[src/rtl/msi_pkg.sv]
package msi_pkg;
  typedef enum logic [1:0] {
    LN_INV = 2'b00,
    LN_SHR = 2'b01,
    LN_MOD = 2'b10
  } line_st_e;

  typedef enum logic [1:0] {
    CMD_NONE = 2'b00,
    CMD_RD   = 2'b01,
    CMD_RDX  = 2'b10,
    CMD_UPGR = 2'b11
  } bus_cmd_e;

  typedef enum logic [1:0] {
    RQ_IDLE = 2'b00,
    RQ_ARB  = 2'b01,
    RQ_WAIT = 2'b10
  } req_st_e;
endpackage

[src/rtl/msi_rst_sync.sv]
module msi_rst_sync (
  input  logic clk,
  input  logic rst_n,
  output logic rst_n_sync
);
  logic [1:0] sync_q;

  always_ff @(posedge clk or negedge rst_n) begin
    if (!rst_n) sync_q <= 2'b00;
    else        sync_q <= {sync_q[0], 1'b1};
  end

  assign rst_n_sync = sync_q[1];
endmodule

[src/rtl/msi_line_store.sv]
module msi_line_store
  import msi_pkg::*;
#(
  parameter int NUM_LINES = 4,
  parameter int DATA_W    = 8,
  localparam int IDX_W    = $clog2(NUM_LINES)
) (
  input  logic              clk,
  input  logic              rst_n,
  input  logic              snp_en,
  input  logic [IDX_W-1:0]  snp_idx,
  input  line_st_e          snp_st,
  input  logic              cpu_en,
  input  logic [IDX_W-1:0]  cpu_idx,
  input  line_st_e          cpu_st,
  input  logic              cpu_wr_en,
  input  logic [DATA_W-1:0] cpu_wr_data,
  output line_st_e          st_all   [NUM_LINES],
  output logic [DATA_W-1:0] data_all [NUM_LINES]
);
  for (genvar g = 0; g < NUM_LINES; g++) begin : g_line
    line_st_e          st_q, st_d;
    logic              st_en, dat_en;
    logic [DATA_W-1:0] dat_q;

    // snoop updates win over processor updates on the same line
    always_comb begin
      st_en = 1'b0;
      st_d  = st_q;
      if (snp_en && snp_idx == IDX_W'(g)) begin
        st_en = 1'b1;
        st_d  = snp_st;
      end else if (cpu_en && cpu_idx == IDX_W'(g)) begin
        st_en = 1'b1;
        st_d  = cpu_st;
      end
    end

    assign dat_en = cpu_wr_en && (cpu_idx == IDX_W'(g));

    always_ff @(posedge clk or negedge rst_n) begin
      if (!rst_n)     st_q <= LN_INV;
      else if (st_en) st_q <= st_d;
    end

    always_ff @(posedge clk) begin
      if (dat_en) dat_q <= cpu_wr_data;
    end

    assign st_all[g]   = st_q;
    assign data_all[g] = dat_q;
  end
endmodule

[src/rtl/msi_snoop_unit.sv]
module msi_snoop_unit
  import msi_pkg::*;
#(
  parameter int NUM_LINES = 4,
  parameter int DATA_W    = 8,
  parameter int ID_W      = 2,
  parameter int MY_ID     = 0,
  localparam int IDX_W    = $clog2(NUM_LINES)
) (
  input  logic [1:0]        snp_cmd,
  input  logic [IDX_W-1:0]  snp_addr,
  input  logic [ID_W-1:0]   snp_id,
  input  line_st_e          st_all   [NUM_LINES],
  input  logic [DATA_W-1:0] data_all [NUM_LINES],
  output logic              foreign,
  output logic              owned,
  output logic              wb,
  output logic [DATA_W-1:0] data,
  output logic              upd_en,
  output line_st_e          upd_st
);
  line_st_e cur;

  assign cur     = st_all[snp_addr];
  assign foreign = (snp_cmd != CMD_NONE) && (snp_id != ID_W'(MY_ID));

  always_comb begin
    owned  = 1'b0;
    wb     = 1'b0;
    upd_en = 1'b0;
    upd_st = cur;
    if (foreign) begin
      case (snp_cmd)
        CMD_RD: begin
          if (cur == LN_MOD) begin
            owned  = 1'b1;
            wb     = 1'b1;
            upd_en = 1'b1;
            upd_st = LN_SHR;
          end
        end
        CMD_RDX: begin
          if (cur != LN_INV) begin
            owned  = (cur == LN_MOD);
            upd_en = 1'b1;
            upd_st = LN_INV;
          end
        end
        CMD_UPGR: begin
          if (cur != LN_INV) begin
            upd_en = 1'b1;
            upd_st = LN_INV;
          end
        end
        default: ;
      endcase
    end
  end

  assign data = owned ? data_all[snp_addr] : '0;
endmodule

[src/rtl/msi_req_fsm.sv]
module msi_req_fsm
  import msi_pkg::*;
#(
  parameter int IDX_W  = 2,
  parameter int DATA_W = 8,
  parameter int ID_W   = 2,
  parameter int MY_ID  = 0
) (
  input  logic              clk,
  input  logic              rst_n,
  input  logic              cpu_valid,
  input  logic              cpu_write,
  input  logic [IDX_W-1:0]  cpu_addr,
  input  logic [DATA_W-1:0] cpu_wdata,
  input  line_st_e          cur_st,
  input  logic [DATA_W-1:0] cur_data,
  input  line_st_e          pend_st,
  input  logic              snp_conflict,
  input  logic              bus_gnt,
  input  logic              bus_rsp_valid,
  input  logic [DATA_W-1:0] bus_rsp_data,
  output logic              cpu_ready,
  output logic [DATA_W-1:0] cpu_rdata,
  output logic              bus_req,
  output bus_cmd_e          bus_cmd,
  output logic [IDX_W-1:0]  bus_addr,
  output logic [ID_W-1:0]   bus_id,
  output logic [IDX_W-1:0]  pend_idx,
  output logic              upd_en,
  output logic [IDX_W-1:0]  upd_idx,
  output line_st_e          upd_st,
  output logic              wr_en,
  output logic [DATA_W-1:0] wr_data
);
  req_st_e           fsm_q, fsm_d;
  logic              latch_en;
  logic              req_wr_q;
  logic [IDX_W-1:0]  req_idx_q;
  logic [DATA_W-1:0] req_wdata_q;
  bus_cmd_e          want_cmd;

  // the command is chosen at grant time from the live line state
  always_comb begin
    if (!req_wr_q)              want_cmd = CMD_RD;
    else if (pend_st == LN_SHR) want_cmd = CMD_UPGR;
    else                        want_cmd = CMD_RDX;
  end

  always_comb begin
    fsm_d     = fsm_q;
    latch_en  = 1'b0;
    cpu_ready = 1'b0;
    cpu_rdata = '0;
    bus_req   = 1'b0;
    bus_cmd   = CMD_NONE;
    upd_en    = 1'b0;
    upd_idx   = req_idx_q;
    upd_st    = LN_MOD;
    wr_en     = 1'b0;
    wr_data   = req_wdata_q;
    case (fsm_q)
      RQ_IDLE: begin
        if (cpu_valid && !snp_conflict) begin
          if (!cpu_write && cur_st != LN_INV) begin
            cpu_ready = 1'b1;
            cpu_rdata = cur_data;
          end else if (cpu_write && cur_st == LN_MOD) begin
            cpu_ready = 1'b1;
            wr_en     = 1'b1;
            upd_idx   = cpu_addr;
            wr_data   = cpu_wdata;
          end else begin
            latch_en = 1'b1;
            fsm_d    = RQ_ARB;
          end
        end
      end
      RQ_ARB: begin
        bus_req = 1'b1;
        if (bus_gnt) begin
          bus_cmd = want_cmd;
          if (want_cmd == CMD_UPGR) begin
            cpu_ready = 1'b1;
            upd_en    = 1'b1;
            upd_st    = LN_MOD;
            wr_en     = 1'b1;
            fsm_d     = RQ_IDLE;
          end else begin
            fsm_d = RQ_WAIT;
          end
        end
      end
      RQ_WAIT: begin
        if (bus_rsp_valid) begin
          cpu_ready = 1'b1;
          upd_en    = 1'b1;
          wr_en     = 1'b1;
          fsm_d     = RQ_IDLE;
          if (req_wr_q) begin
            upd_st = LN_MOD;
          end else begin
            upd_st    = LN_SHR;
            wr_data   = bus_rsp_data;
            cpu_rdata = bus_rsp_data;
          end
        end
      end
      default: fsm_d = RQ_IDLE;
    endcase
  end

  always_ff @(posedge clk or negedge rst_n) begin
    if (!rst_n) fsm_q <= RQ_IDLE;
    else        fsm_q <= fsm_d;
  end

  always_ff @(posedge clk) begin
    if (latch_en) begin
      req_wr_q    <= cpu_write;
      req_idx_q   <= cpu_addr;
      req_wdata_q <= cpu_wdata;
    end
  end

  assign bus_addr = req_idx_q;
  assign bus_id   = ID_W'(MY_ID);
  assign pend_idx = req_idx_q;
endmodule

[src/rtl/msi_coherence_ctrl.sv]
module msi_coherence_ctrl
  import msi_pkg::*;
#(
  parameter int NUM_LINES = 4,
  parameter int DATA_W    = 8,
  parameter int ID_W      = 2,
  parameter int MY_ID     = 0,
  localparam int IDX_W    = $clog2(NUM_LINES)
) (
  input  logic              clk,
  input  logic              rst_n,
  input  logic              cpu_valid,
  input  logic              cpu_write,
  input  logic [IDX_W-1:0]  cpu_addr,
  input  logic [DATA_W-1:0] cpu_wdata,
  output logic              cpu_ready,
  output logic [DATA_W-1:0] cpu_rdata,
  output logic              bus_req,
  input  logic              bus_gnt,
  output logic [1:0]        bus_cmd,
  output logic [IDX_W-1:0]  bus_addr,
  output logic [ID_W-1:0]   bus_id,
  input  logic              bus_rsp_valid,
  input  logic [DATA_W-1:0] bus_rsp_data,
  input  logic [1:0]        snp_cmd,
  input  logic [IDX_W-1:0]  snp_addr,
  input  logic [ID_W-1:0]   snp_id,
  output logic              snp_owned,
  output logic              snp_wb,
  output logic [DATA_W-1:0] snp_data
);
  logic              rst_n_s;
  line_st_e          st_all   [NUM_LINES];
  logic [DATA_W-1:0] data_all [NUM_LINES];
  logic              snp_foreign, snp_upd_en;
  line_st_e          snp_upd_st;
  logic              cpu_upd_en, cpu_wr_en;
  logic [IDX_W-1:0]  cpu_upd_idx, pend_idx;
  line_st_e          cpu_upd_st;
  logic [DATA_W-1:0] cpu_wr_data;
  bus_cmd_e          cmd_int;

  msi_rst_sync u_rst (
    .clk        (clk),
    .rst_n      (rst_n),
    .rst_n_sync (rst_n_s)
  );

  msi_line_store #(.NUM_LINES(NUM_LINES), .DATA_W(DATA_W)) u_store (
    .clk         (clk),
    .rst_n       (rst_n_s),
    .snp_en      (snp_upd_en),
    .snp_idx     (snp_addr),
    .snp_st      (snp_upd_st),
    .cpu_en      (cpu_upd_en),
    .cpu_idx     (cpu_upd_idx),
    .cpu_st      (cpu_upd_st),
    .cpu_wr_en   (cpu_wr_en),
    .cpu_wr_data (cpu_wr_data),
    .st_all      (st_all),
    .data_all    (data_all)
  );

  msi_snoop_unit #(
    .NUM_LINES(NUM_LINES), .DATA_W(DATA_W), .ID_W(ID_W), .MY_ID(MY_ID)
  ) u_snoop (
    .snp_cmd  (snp_cmd),
    .snp_addr (snp_addr),
    .snp_id   (snp_id),
    .st_all   (st_all),
    .data_all (data_all),
    .foreign  (snp_foreign),
    .owned    (snp_owned),
    .wb       (snp_wb),
    .data     (snp_data),
    .upd_en   (snp_upd_en),
    .upd_st   (snp_upd_st)
  );

  msi_req_fsm #(
    .IDX_W(IDX_W), .DATA_W(DATA_W), .ID_W(ID_W), .MY_ID(MY_ID)
  ) u_req (
    .clk           (clk),
    .rst_n         (rst_n_s),
    .cpu_valid     (cpu_valid),
    .cpu_write     (cpu_write),
    .cpu_addr      (cpu_addr),
    .cpu_wdata     (cpu_wdata),
    .cur_st        (st_all[cpu_addr]),
    .cur_data      (data_all[cpu_addr]),
    .pend_st       (st_all[pend_idx]),
    .snp_conflict  (snp_foreign && (snp_addr == cpu_addr)),
    .bus_gnt       (bus_gnt),
    .bus_rsp_valid (bus_rsp_valid),
    .bus_rsp_data  (bus_rsp_data),
    .cpu_ready     (cpu_ready),
    .cpu_rdata     (cpu_rdata),
    .bus_req       (bus_req),
    .bus_cmd       (cmd_int),
    .bus_addr      (bus_addr),
    .bus_id        (bus_id),
    .pend_idx      (pend_idx),
    .upd_en        (cpu_upd_en),
    .upd_idx       (cpu_upd_idx),
    .upd_st        (cpu_upd_st),
    .wr_en         (cpu_wr_en),
    .wr_data       (cpu_wr_data)
  );

  assign bus_cmd = cmd_int;
endmodule

[config.mk]
export PLATFORM = sky130hd
export DESIGN_NAME = msi_coherence_ctrl
export DESIGN_NICKNAME = d
export VERILOG_FILES = /design/src/rtl/msi_pkg.sv /design/src/rtl/msi_rst_sync.sv /design/src/rtl/msi_line_store.sv /design/src/rtl/msi_snoop_unit.sv /design/src/rtl/msi_req_fsm.sv /design/src/rtl/msi_coherence_ctrl.sv
export SDC_FILE = /design/constraint.sdc
export NUM_CORES = 1
export LEC_CHECK = 0
export BUFFER_PORTS_ARGS = -buffer_cell sky130_fd_sc_hd__buf_2
export CAP_MARGIN = 25
export CORE_UTILIZATION = 45
export DETAILED_ROUTE_END_ITERATION = 8
export GPL_ROUTABILITY_DRIVEN = 0
export GPL_TIMING_DRIVEN = 0
export PLACE_DENSITY = 0.76
export SLEW_MARGIN = 20
export SYNTH_ARGS = -nofsm -noshare
export SYNTH_HDL_FRONTEND = slang
export SYNTH_HIERARCHICAL = 1
export SYNTH_SLANG_ARGS = --single-unit
export TNS_END_PERCENT = 100
[constraint.sdc]
create_clock -name clk -period 2.35 [get_ports clk]
set_clock_uncertainty 0.15 [all_clocks]
set_input_delay 0.235 -clock clk [delete_from_list [all_inputs] [get_ports clk]]
set_output_delay 0.235 -clock clk [all_outputs]
set_load 0.1 [all_outputs]
==> run summary <==
Outcome: finished with violations
Violated checks: setup timing
Most frequent cells after synthesis: edfxtp_1, nor2_1, dfrtp_1, mux4_2, nor2b_1
Later-pin clock latency in the skew report: 0.30 ns
Vias: 2435
Die W: 86.3 um
Num rows: 30
Combinational cell fraction of total power: 52.5%
Drt wl/cell: 20.9 um
Drt drc: 0
IO Pins: 56
Cells after synthesis: 225
Largest net degree at the start of global routing: 18
IO buf count: 53
CTS root buf: clkbuf_8
Slew headroom: 64.5%
Post-Place Cells: 376
Max Cap Violations: 0
Slew Limit Fails: 0
Count leader, synth: edfxtp_1
Yosys warns: 6
Drt pass-1 iters: 4
Sequential area share after synthesis: 49.7%
Core Area: 6830 um2
Share of cells above drive strength 1: 49.4%
Die Ht: 86.3 um
Net load switching power: 1.74 mW
Clock power frac: 14.4%
Cts bufs inserted: 5
Detailed Route Iter0 Violations: 210
WP data arrival: 2.56 ns
Critical setup path kind: flip-flop to flip-flop
Starting density of the core: 46.8%
Worst Setup Start Kind: flip-flop
Worst IR Drop VDD: 0.423 mV
Flop-to-flop setup slack: -0.37 ns
Initial antenna violation count: 0
Avg Vias per Cell: 5.88
FFs w/ async S/R, synth: 21.8%
Leakage power: 1.87 nW
P per Cell Area: 944 nW/um2
Number of global-route vias before repair: 2400
Fmax: 0.368 GHz
Area Growth Syn to Fin: 44.9%
N_diodes: 0
Setup slack after layout: -0.368 ns
GRT Total Usage: 23.4%
Slowest stage cell on the critical path: mux4_2
Clk slew on worst S/H paths: 0.10 ns
Actual slew at the worst max-slew pin: 0.531 ns
Critical path peak fanout: 8
Clk buf depth: 2
EDFF count, synth: 43
Top-area cell type share of the netlist area: 40.3%
Power Internal: 2.64 mW
Die area: 7450 um2
First-pass GRT wire length: 12900 um
Leading area contributor after synthesis: edfxtp_1
Fin crit period: 2.72 ns
Fin cells: 414
Critical path data required time: 2.19 ns
Flop and latch count out of synthesis: 55
DRT Wirelength: 8670 um
Hold WC Path Type: flip-flop to asynchronous set/reset pin
Overflow left after global routing: 0
RSZ-0062 raised after global routing: yes
Top cells by area, synth: edfxtp_1, dfrtp_1, mux4_2
CTS tree: done
H-tree depth: 2
Main synth FF type: edfxtp_1
DRT antenna net count: 0
HPWL after DPL: 5320 um
Final Core Density: 67.9%
Worst-path cell chain: mux4_2, nand3b_1, or2_4, mux2_4, and3b_2
Mapped cell area: 3200 um2
Filler cell count in the final layout: 480
Endpoints failing setup: 89
Sw Ratio: 39.8%
Worst stage delay on the critical path: 0.51 ns
Sequential share of power: 33.1%
Pre-CTS WS: -0.831 ns
Final hold vios: 0
CP endpoint kind: flip-flop
Number of distinct library cells after synthesis: 48
CTS Sinks: 55
Syn avg cell area: 14.2 um2
Final nets: 356
Crit share post-route: 116%
[path summary, 6_finish.rpt]
| check | startpoint | depth (start not counted) | to |
|---|---|---|---|
| worst max-delay path | u_store/g_line[2].st_q[0]$_DFFE_PN0P_ | 5 | u_store/g_line[2].dat_q[6]$_DFFE_PP_ |
| worst min register to register | u_rst/sync_q[1]$_DFF_PN0_ | 0 | u_store/g_line[1].st_q[0]$_DFFE_PN0P_ |
| worst min-delay path | u_rst/sync_q[1]$_DFF_PN0_ | 0 | u_store/g_line[1].st_q[0]$_DFFE_PN0P_ |
| min in group clk | cpu_addr[1] | 1 | u_req/bus_addr[1]$_DFFE_PP_ |
| max in group asynchronous | u_rst/sync_q[1]$_DFF_PN0_ | 0 | u_store/g_line[1].st_q[1]$_DFFE_PN0P_ |
| worst max register to register | u_store/g_line[2].st_q[0]$_DFFE_PN0P_ | 5 | u_store/g_line[2].dat_q[6]$_DFFE_PP_ |
[registers in the layout, summed over array words and instances, names as in the netlist]
name                  flops
u_req/req_wdata_q         8
u_req/bus_addr            2
u_store/g_line.dat_q     32
u_store/g_line.st_q       8
u_req/req_wr_q            1
u_req/fsm_q               2
u_rst/sync_q              2
[metrics by stage]
step / hold slack (ns) / cell area, um2 / total power [mW] / TNS (ns)
6_report: 0.0175 / 4640 / 4.38 / -17.17
3_3_place_gp: -0.127 / 3710 / 3.05 / -48.91
4_1_cts: 0.0281 / 4410 / 4.10 / -14.46
2_1_floorplan: -0.211 / 3330 / 2.75 / -24.15
3_5_place_dp: -0.125 / 3720 / 3.10 / -50.73
5_1_grt: 0.0304 / 4640 / 4.55 / -22.98
[area by class of cell]
type,count,area [um2],area share [%]
multi-input cells,152,1820,39.2
flip-flops and latches,55,1590,34.3
repair buffers,83,872,18.8
well taps,96,120,2.59
plain buffers,9,82.6,1.78
clock buffers,6,72.6,1.57
inverters,11,43.8,0.944
clock inverters,2,38.8,0.836
[timing repair]
item                                    4_1_cts  5_1_grt
gates cloned                                  1        0
hold buffers                                  9        0
endpoints found under the hold margin        10        0
resized for setup                            96       34
endpoints found under the setup margin       97      103
pin swaps                                    11       12
buffers inserted                             12        9
[critical path: cells and delay by family, from the launching register on]
kind             cells  cell delay (ns)
muxes                2             0.89
DFF                  1             0.42
and+or+nand+nor      3             0.96
[cells by family after synthesis]
group / after synthesis / share of synthesized area (%)
and+or+nand+nor: 64 / 12.7
DFF: 55 / 49.7
AOI/OAI and AO/OA: 39 / 9.30
muxes: 34 / 20.5
buffers and inverters: 20 / 3.44
adders and majority gates: 9 / 3.52
other: 2 / 0.235
xor gates and xnor gates: 2 / 0.547
[layer usage]
metal	vias to the layer above	part of all wire (%)	global-route usage [%]
met5	-	0	0
met4	0	3.0	8.64
met3	28	6.4	2.95
met2	137	50	39.3
met1	1204	41	31.4
li1	1066	-	-
[placed cells by master (no fill, tap or decap), types with 6 or more instances in the layout]
master | Yosys | routed
mux4_2 | 12 | 12
a21oi_1 | 11 | 9
dfrtp_1 | 12 | 12
mux2i_1 | 9 | 8
and2_1 | 9 | 9
buf_12 | 0 | 22
edfxtp_1 | 43 | 43
inv_1 | 11 | 8
nor2b_4 | 0 | 8
mux4_1 | 10 | 10
a21o_4 | 0 | 8
clkbuf_8 | 0 | 6
dlygate4sd3_1 | 0 | 9
ha_1 | 9 | 7
buf_6 | 2 | 12
buf_4 | 5 | 14
buf_2 | 1 | 34
a221o_1 | 8 | 8
nor2_1 | 16 | 11
[power by group through the flow]
stage	Clock, mW	Sequential (mW)	Combinational (mW)
after floorplan	0	1.45	1.30
after global placement	0	1.45	1.60
after detailed placement	0	1.47	1.63
after CTS	0.637	1.44	2.02
after global routing	0.677	1.47	2.41
final	0.632	1.45	2.30
Power figures use the tool's default switching activity.
